<file path="src/rtl/nib_serial_master.sv">
module nib_serial_master #(
  parameter int DIV_RATIO = 4
) (
  input  logic       clk,
  input  logic       rst_n,
  input  logic       start,
  input  logic       rd_sel,
  input  logic [3:0] addr,
  input  logic [3:0] wdata,
  output logic [3:0] rdata,
  output logic       done,
  output logic       sck,
  output logic       sdo,
  output logic       sdo_en,
  input  logic       sdi
);
  localparam int HALF = DIV_RATIO / 2;
  localparam int CW   = (DIV_RATIO > 2) ? $clog2(DIV_RATIO) : 1;
  localparam int LAST = 15;

  logic          busy;
  logic          is_rd;
  logic [CW-1:0] div_cnt;
  logic [3:0]    bit_idx;
  logic [15:0]   frame;
  logic [3:0]    shreg;

  wire at_rise = (div_cnt == CW'(HALF - 1));
  wire at_end  = (div_cnt == CW'(DIV_RATIO - 1));

  always_ff @(posedge clk) begin
    if (!rst_n) begin
      busy    <= 1'b0;
      is_rd   <= 1'b0;
      div_cnt <= '0;
      bit_idx <= '0;
      frame   <= '0;
      shreg   <= '0;
      rdata   <= '0;
      done    <= 1'b0;
    end else begin
      done <= 1'b0;
      if (!busy) begin
        if (start) begin
          busy    <= 1'b1;
          is_rd   <= rd_sel;
          div_cnt <= '0;
          bit_idx <= '0;
          frame   <= rd_sel ? {4'b1110, addr, 8'h00}
                            : {4'b1010, addr, 4'b1001, wdata};
        end
      end else begin
        if (at_rise && is_rd && bit_idx >= 4'd12)
          shreg <= {shreg[2:0], sdi};
        if (at_end) begin
          div_cnt <= '0;
          bit_idx <= bit_idx + 4'd1;
          if (bit_idx == 4'(LAST)) begin
            busy <= 1'b0;
            done <= 1'b1;
            if (is_rd) rdata <= shreg;
          end
        end else begin
          div_cnt <= div_cnt + CW'(1);
        end
      end
    end
  end

  assign sck    = busy & (div_cnt >= CW'(HALF));
  assign sdo    = busy & frame[4'(LAST) - bit_idx];
  assign sdo_en = busy & ~(is_rd & bit_idx[3]);
endmodule

</file>
<file path="config.mk">
export PLATFORM = sky130hd
export DESIGN_NAME = nib_serial_master
export DESIGN_NICKNAME = d
export VERILOG_FILES = /design/src/rtl/nib_serial_master.sv
export SDC_FILE = /design/constraint.sdc
export NUM_CORES = 1
export LEC_CHECK = 0
export CAP_MARGIN = 20
export CORE_AREA = 2 2 52 54
export CTS_BUF_LIST = sky130_fd_sc_hd__clkbuf_4 sky130_fd_sc_hd__clkbuf_8 sky130_fd_sc_hd__clkbuf_16
export DETAILED_ROUTE_END_ITERATION = 7
export DIE_AREA = 0 0 54 56
export DONT_BUFFER_PORTS = 1
export SLEW_MARGIN = 5
export SYNTH_ARGS = -nofsm -noshare
export SYNTH_HDL_FRONTEND = slang
export SYNTH_SLANG_ARGS = --single-unit
</file>
<file path="constraint.sdc">
create_clock -name clk -period 2.8 [get_ports clk]
set_clock_uncertainty 0.1 [all_clocks]
set_input_delay 0.14 -clock clk [delete_from_list [all_inputs] [get_ports clk]]
set_output_delay 0.14 -clock clk [all_outputs]
set_load 0.01 [all_outputs]
</file>
; ---- Yosys cells after proc, flatten, opt, wreduce, memory -nomap -nowiden
; Index checks and enable logic that the tools add are counted.
; Widths: inputs -> output; s select.
[op_classes]
addsub = 3
mul = 0
div_mod_pow = 0
magnitude_cmp = 3
eq_ne = 4
n_shift = 0
n_mux = 14
n_bitwise = 6
n_reduce_logical = 8
[ops]
columns = cell, count
row1 = $mux 15, 1
row2 = $mux 4, 3
row3 = $mux 1, 6
row4 = $mux 2, 3
row5 = $reduce_and 2->1, 3
row6 = $lt 4x5->1 const B, 1
row7 = $add 4x1->4 const B, 1
row8 = $and 1x1->1, 4
row9 = $bmux 1 s4, 1
row10 = $eq 4x4->1 const B, 1
row11 = $ge 4x4->1 const B, 1
row12 = $reduce_and 4->1, 1
row13 = $sub 4x4->4 const A, 1
row14 = $reduce_and 3->1, 1
row15 = $add 2x1->2 const B, 1
row16 = $eq 2x1->1 const B, 1
row17 = $eq 2x2->1 const B, 1
row18 = $ge 2x2->1 const B, 1
row19 = $logic_and 1x1->1, 2
row20 = $ne 2x1->1 const B, 1
row21 = $not 1->1, 2
row22 = $reduce_bool 2->1, 1
[word_totals]
register_bits = 33
latch_bits = 0
ram_bits = 0
romBits = 0
inputBits = 13
out_inout_bits = 8
elab_cells = 46
n_memories = 0

; ---- Longest topological paths before layout
[logic_depth]
word_depth = 4
mapped_depth = 6

; ---- Worst setup path before layout
; No wires, ideal clock.
[synth_timing]
path_kind = register to output
start = reg bit_idx[0]
end = out sdo
arrival_ps = 1225
required_ps = 2560
slack_ps = 1335
stages_incl_launch_ff = 5
cell_sequence = dfxtp_1 buf_2 mux4_2 nor2b_1 o21ai_0
[synth_via]
elab_chain_cells = 4
[synth_lines]
columns = element, line
row1 = from (decl), 24  ; logic [3:0] bit_idx;
row2 = from (signal assigned), 57  ; bit_idx <= bit_idx + 4'd1;
row3 = $sub 4x4->4, 71  ; assign sdo = busy & frame[4'(LAST) - bit_idx];
row4 = $bmux 1 s4, 71
row5 = $mux 1 (not written as such), 71
row6 = $and 1x1->1, 71
row7 = to (decl), 13  ; output logic sdo,
; Every way passes these cells. The select of a mux whose other input is x is not followed.

; ---- Worst setup path in the final report
; Same ends and word-level chain as after synthesis.

==> results.yml <==
setup_path:
  cp_top_family: "flip-flops"
  critical_path_arrival_ps: 1710
  reg2reg_from: "busy"
  crit_fanout: 10
  setup.worst_path.end_class: "output pin"
  path_cells: "mux4_2, nor2b_1, o21ai_0"
  crit_required_ps: 2560
  rr_worst_depth: 4
  r2r-end: "shreg[0]"
  cp_slowest_cell: "dfxtp_1"
  path_buf_inv: 0
  worstSetupStartpointType: "flop"
  path_class: "flop to output pin"
  r2r_setup_slack_ps: 1170
  slowest_delay_ps: 550
yosys:
  syn_avg_cell_area_um2: 8.45
  ys_ff_latch: 27
  yosysWarnings: 0
  syn_area_mm2: 0.00120
  synth_cell_types: 32
  syn_nets: 158
  syn_inst: 142
  ys_seq_area_share_pct: 45.0
pwr:
  p_switching_mw: 0.147
  vdd_drop_max_mv: 0.253
  power_frac_clock_pct: 27.7
  p_total_mw: 0.632
  internal_power_mw: 0.486
  power_density_mw_per_mm2: 474
  p_leak_nw: 0.474
  p_comb_share_pct: 8.3
  pwr-share-seq_pct: 64.0
  switching_share_pct: 23.2
layout:
  nFillCells: 230
  seqCellArea_um2: 541
  insertedDiodeCount: 0
  final_cells: 178
  area.growth.synth_to_final_pct: 11.3
  drive_gt1_share_pct: 4.05
  nets: 165
  multiInputGateArea_um2: 596
clock_network:
  numCtsBuffers: 3
  cts_sinks: 27
  cts_htree_levels: 1
  path_clk_slew_ps: 140
  clkLatencyLatePin_ps: 320
  cts_buffer_depth: 2
  ctsRootBufferMaster: "clkbuf_4"
  cts_tree: "yes"
  cts_post_setup_buffers_inserted: 0
job:
  maxCapViolCount: 0
min_path:
  min_from: "start"
  min_to: "bit_idx[0]"
  worstHoldPathCells: 3
  min_path_type: "input pin to flop"
route:
  drt_iter0_drc: 14
  ant_nets: 0
  via_per_inst: 5.37
  post-route-drc-count: 0
  finalWirelength_mm: 2.25
  dr_total_vias: 955
  wire_per_inst_um: 12.6
  dr.pass1.iters: 4
global_routing:
  grt_start_max_net_pins: 27
  grt_pass1_vias: 890
  grt_overflow_total: 0
  grt_antenna_before_repair: 0
  grt_pass1_wl_mm: 3.81
  grt_usage_pct: 16.8
place:
  gp_congestion: 0.728
  io_buffer_count: 0
  placedCellCount: 162
  place_hpwl_mm: 1.50
timing:
  tns_ps: 0
  relSlewSlack_pct: 53.6
  fin_crit_ps: 1950
  setup_viol: 0
  finalCritPeriodShare_pct: 69.5
  drv_slew: 0
  whs_ps: 25.4
  rsz0062_at_grt: "false"
  hold_viol_final: 0
  worstMarginPinSlew_ps: 691
  fmax_mhz: 514
outcome:
  status: "finished clean"
floorplan:
  core_area_mm2: 0.00243
  die_x_um: 54
  rows: 18
  die_h_um: 56
  start_util_pct: 49.3
  io_pins: 21
  die-area_mm2: 0.00302
-- per-stage QoR --
step | setup slack [ps] | util, % | area [um^2]
finish | 855 | 54.9 | 1340
global placement | 1220 | 48.7 | 1180
global route | 768 | 54.9 | 1340
CTS | 836 | 54.9 | 1340
floorplan | 1330 | - | 1200
detailed placement | 1190 | 48.7 | 1180
-- worst max path at each step --
stage                          start          to  slack (ps)  cells past startpoint
after detailed placement        busy    shreg[0]        1190                      4
after global routing      bit_idx[0]         sdo         770                      3
after CTS                 bit_idx[0]         sdo         840                      3
after floorplan           bit_idx[0]         sdo        1330                      4
final                     bit_idx[0]         sdo         850                      3
after global placement          busy  bit_idx[3]        1220                      4
-- cell type report --
class,instances,share of cell area [%]
clock buffers,4,2.25
inverters,3,0.843
multi-input cells,102,44.6
flip-flops and latches,27,40.5
well taps,30,2.81
repair buffers,12,9.00
-- routing by layer --
metal | share of wire [%] | global-route usage, %
met5 | 0 | 0
met4 | 1.5 | 7.50
met3 | 4.1 | 3.23
met2 | 49 | 27.2
met1 | 45 | 20.9
-- flip-flops by register name, indices dropped and copies added, names as in the netlist --
register,flops
div_cnt,2
frame,11
done,1
rdata,4
busy,1
bit_idx,4
shreg,4
-- kinds of logic (layout without fill, tap and decap cells) --
logic type | Yosys count | in the layout | share of synthesized area (%)
adders and majority gates | 3 | 3 | 3.13
muxes | 8 | 8 | 7.82
buffers and inverters | 13 | 19 | 5.32
and+or+nand+nor | 62 | 62 | 25.2
AOI/OAI and AO/OA | 29 | 29 | 13.5
DFF | 27 | 27 | 45.0
-- layout by cell type, fill, tap and decap left out, types with 3 or more instances in the layout --
| cell type | count |
|---|---|
| a21oi_1 | 19 |
| and2_1 | 3 |
| clkbuf_4 | 4 |
| dfxtp_1 | 27 |
| dlygate4sd3_1 | 12 |
| ha_1 | 3 |
| mux2i_1 | 6 |
| nand2_1 | 22 |
| nand2b_1 | 3 |
| nand3_1 | 5 |
| nand3b_1 | 5 |
| nor2_1 | 12 |
| nor2b_1 | 3 |
| o21ai_0 | 3 |
-- power groups by stage --
stage,sequential [mW],clock [mW],combinational (mW)
2_1_floorplan,0.408,0,0.0365
3_3_place_gp,0.413,0,0.0379
3_5_place_dp,0.413,0,0.0384
4_1_cts,0.405,0.183,0.0525
5_1_grt,0.407,0.196,0.0593
6_report,0.405,0.175,0.0526
-- Yosys cell counts (all sizes together) --
cell type,count,share of area (%)
a211oi,1,0.63
a21boi,1,0.63
a21oi,19,7.9
a22oi,1,0.63
a31oi,1,0.52
and2,3,1.6
and2b,2,1.3
and3,2,1.0
buf,5,2.8
clkbuf,5,1.6
clkinv,1,0.31
dfxtp,27,45
ha,3,3.1
inv,2,0.63
mux2,1,0.94
mux2i,6,5.0
mux4,1,1.9
nand2,22,6.9
nand2b,3,1.6
nand3,5,2.1
nand3b,5,3.1
nand4,2,1.0
nor2,12,3.8
nor2b,3,1.6
nor3,2,0.83
o211ai,1,0.63
o21ai,3,1.3
o22ai,1,0.52
o311ai,1,0.73
or3,1,0.52
-- worst register-to-register path: cells and delay by family (launching register included) --
kind,cells,cell delay [ps]
flops,1,590
mux,1,220
simple gates,3,600
-- timing repair --
item	CTS	global route
hold buffers	12	0
endpoints found under the hold margin	16	0
resized for setup	0	0
No activity file was read; power rests on OpenSTA's default activity.
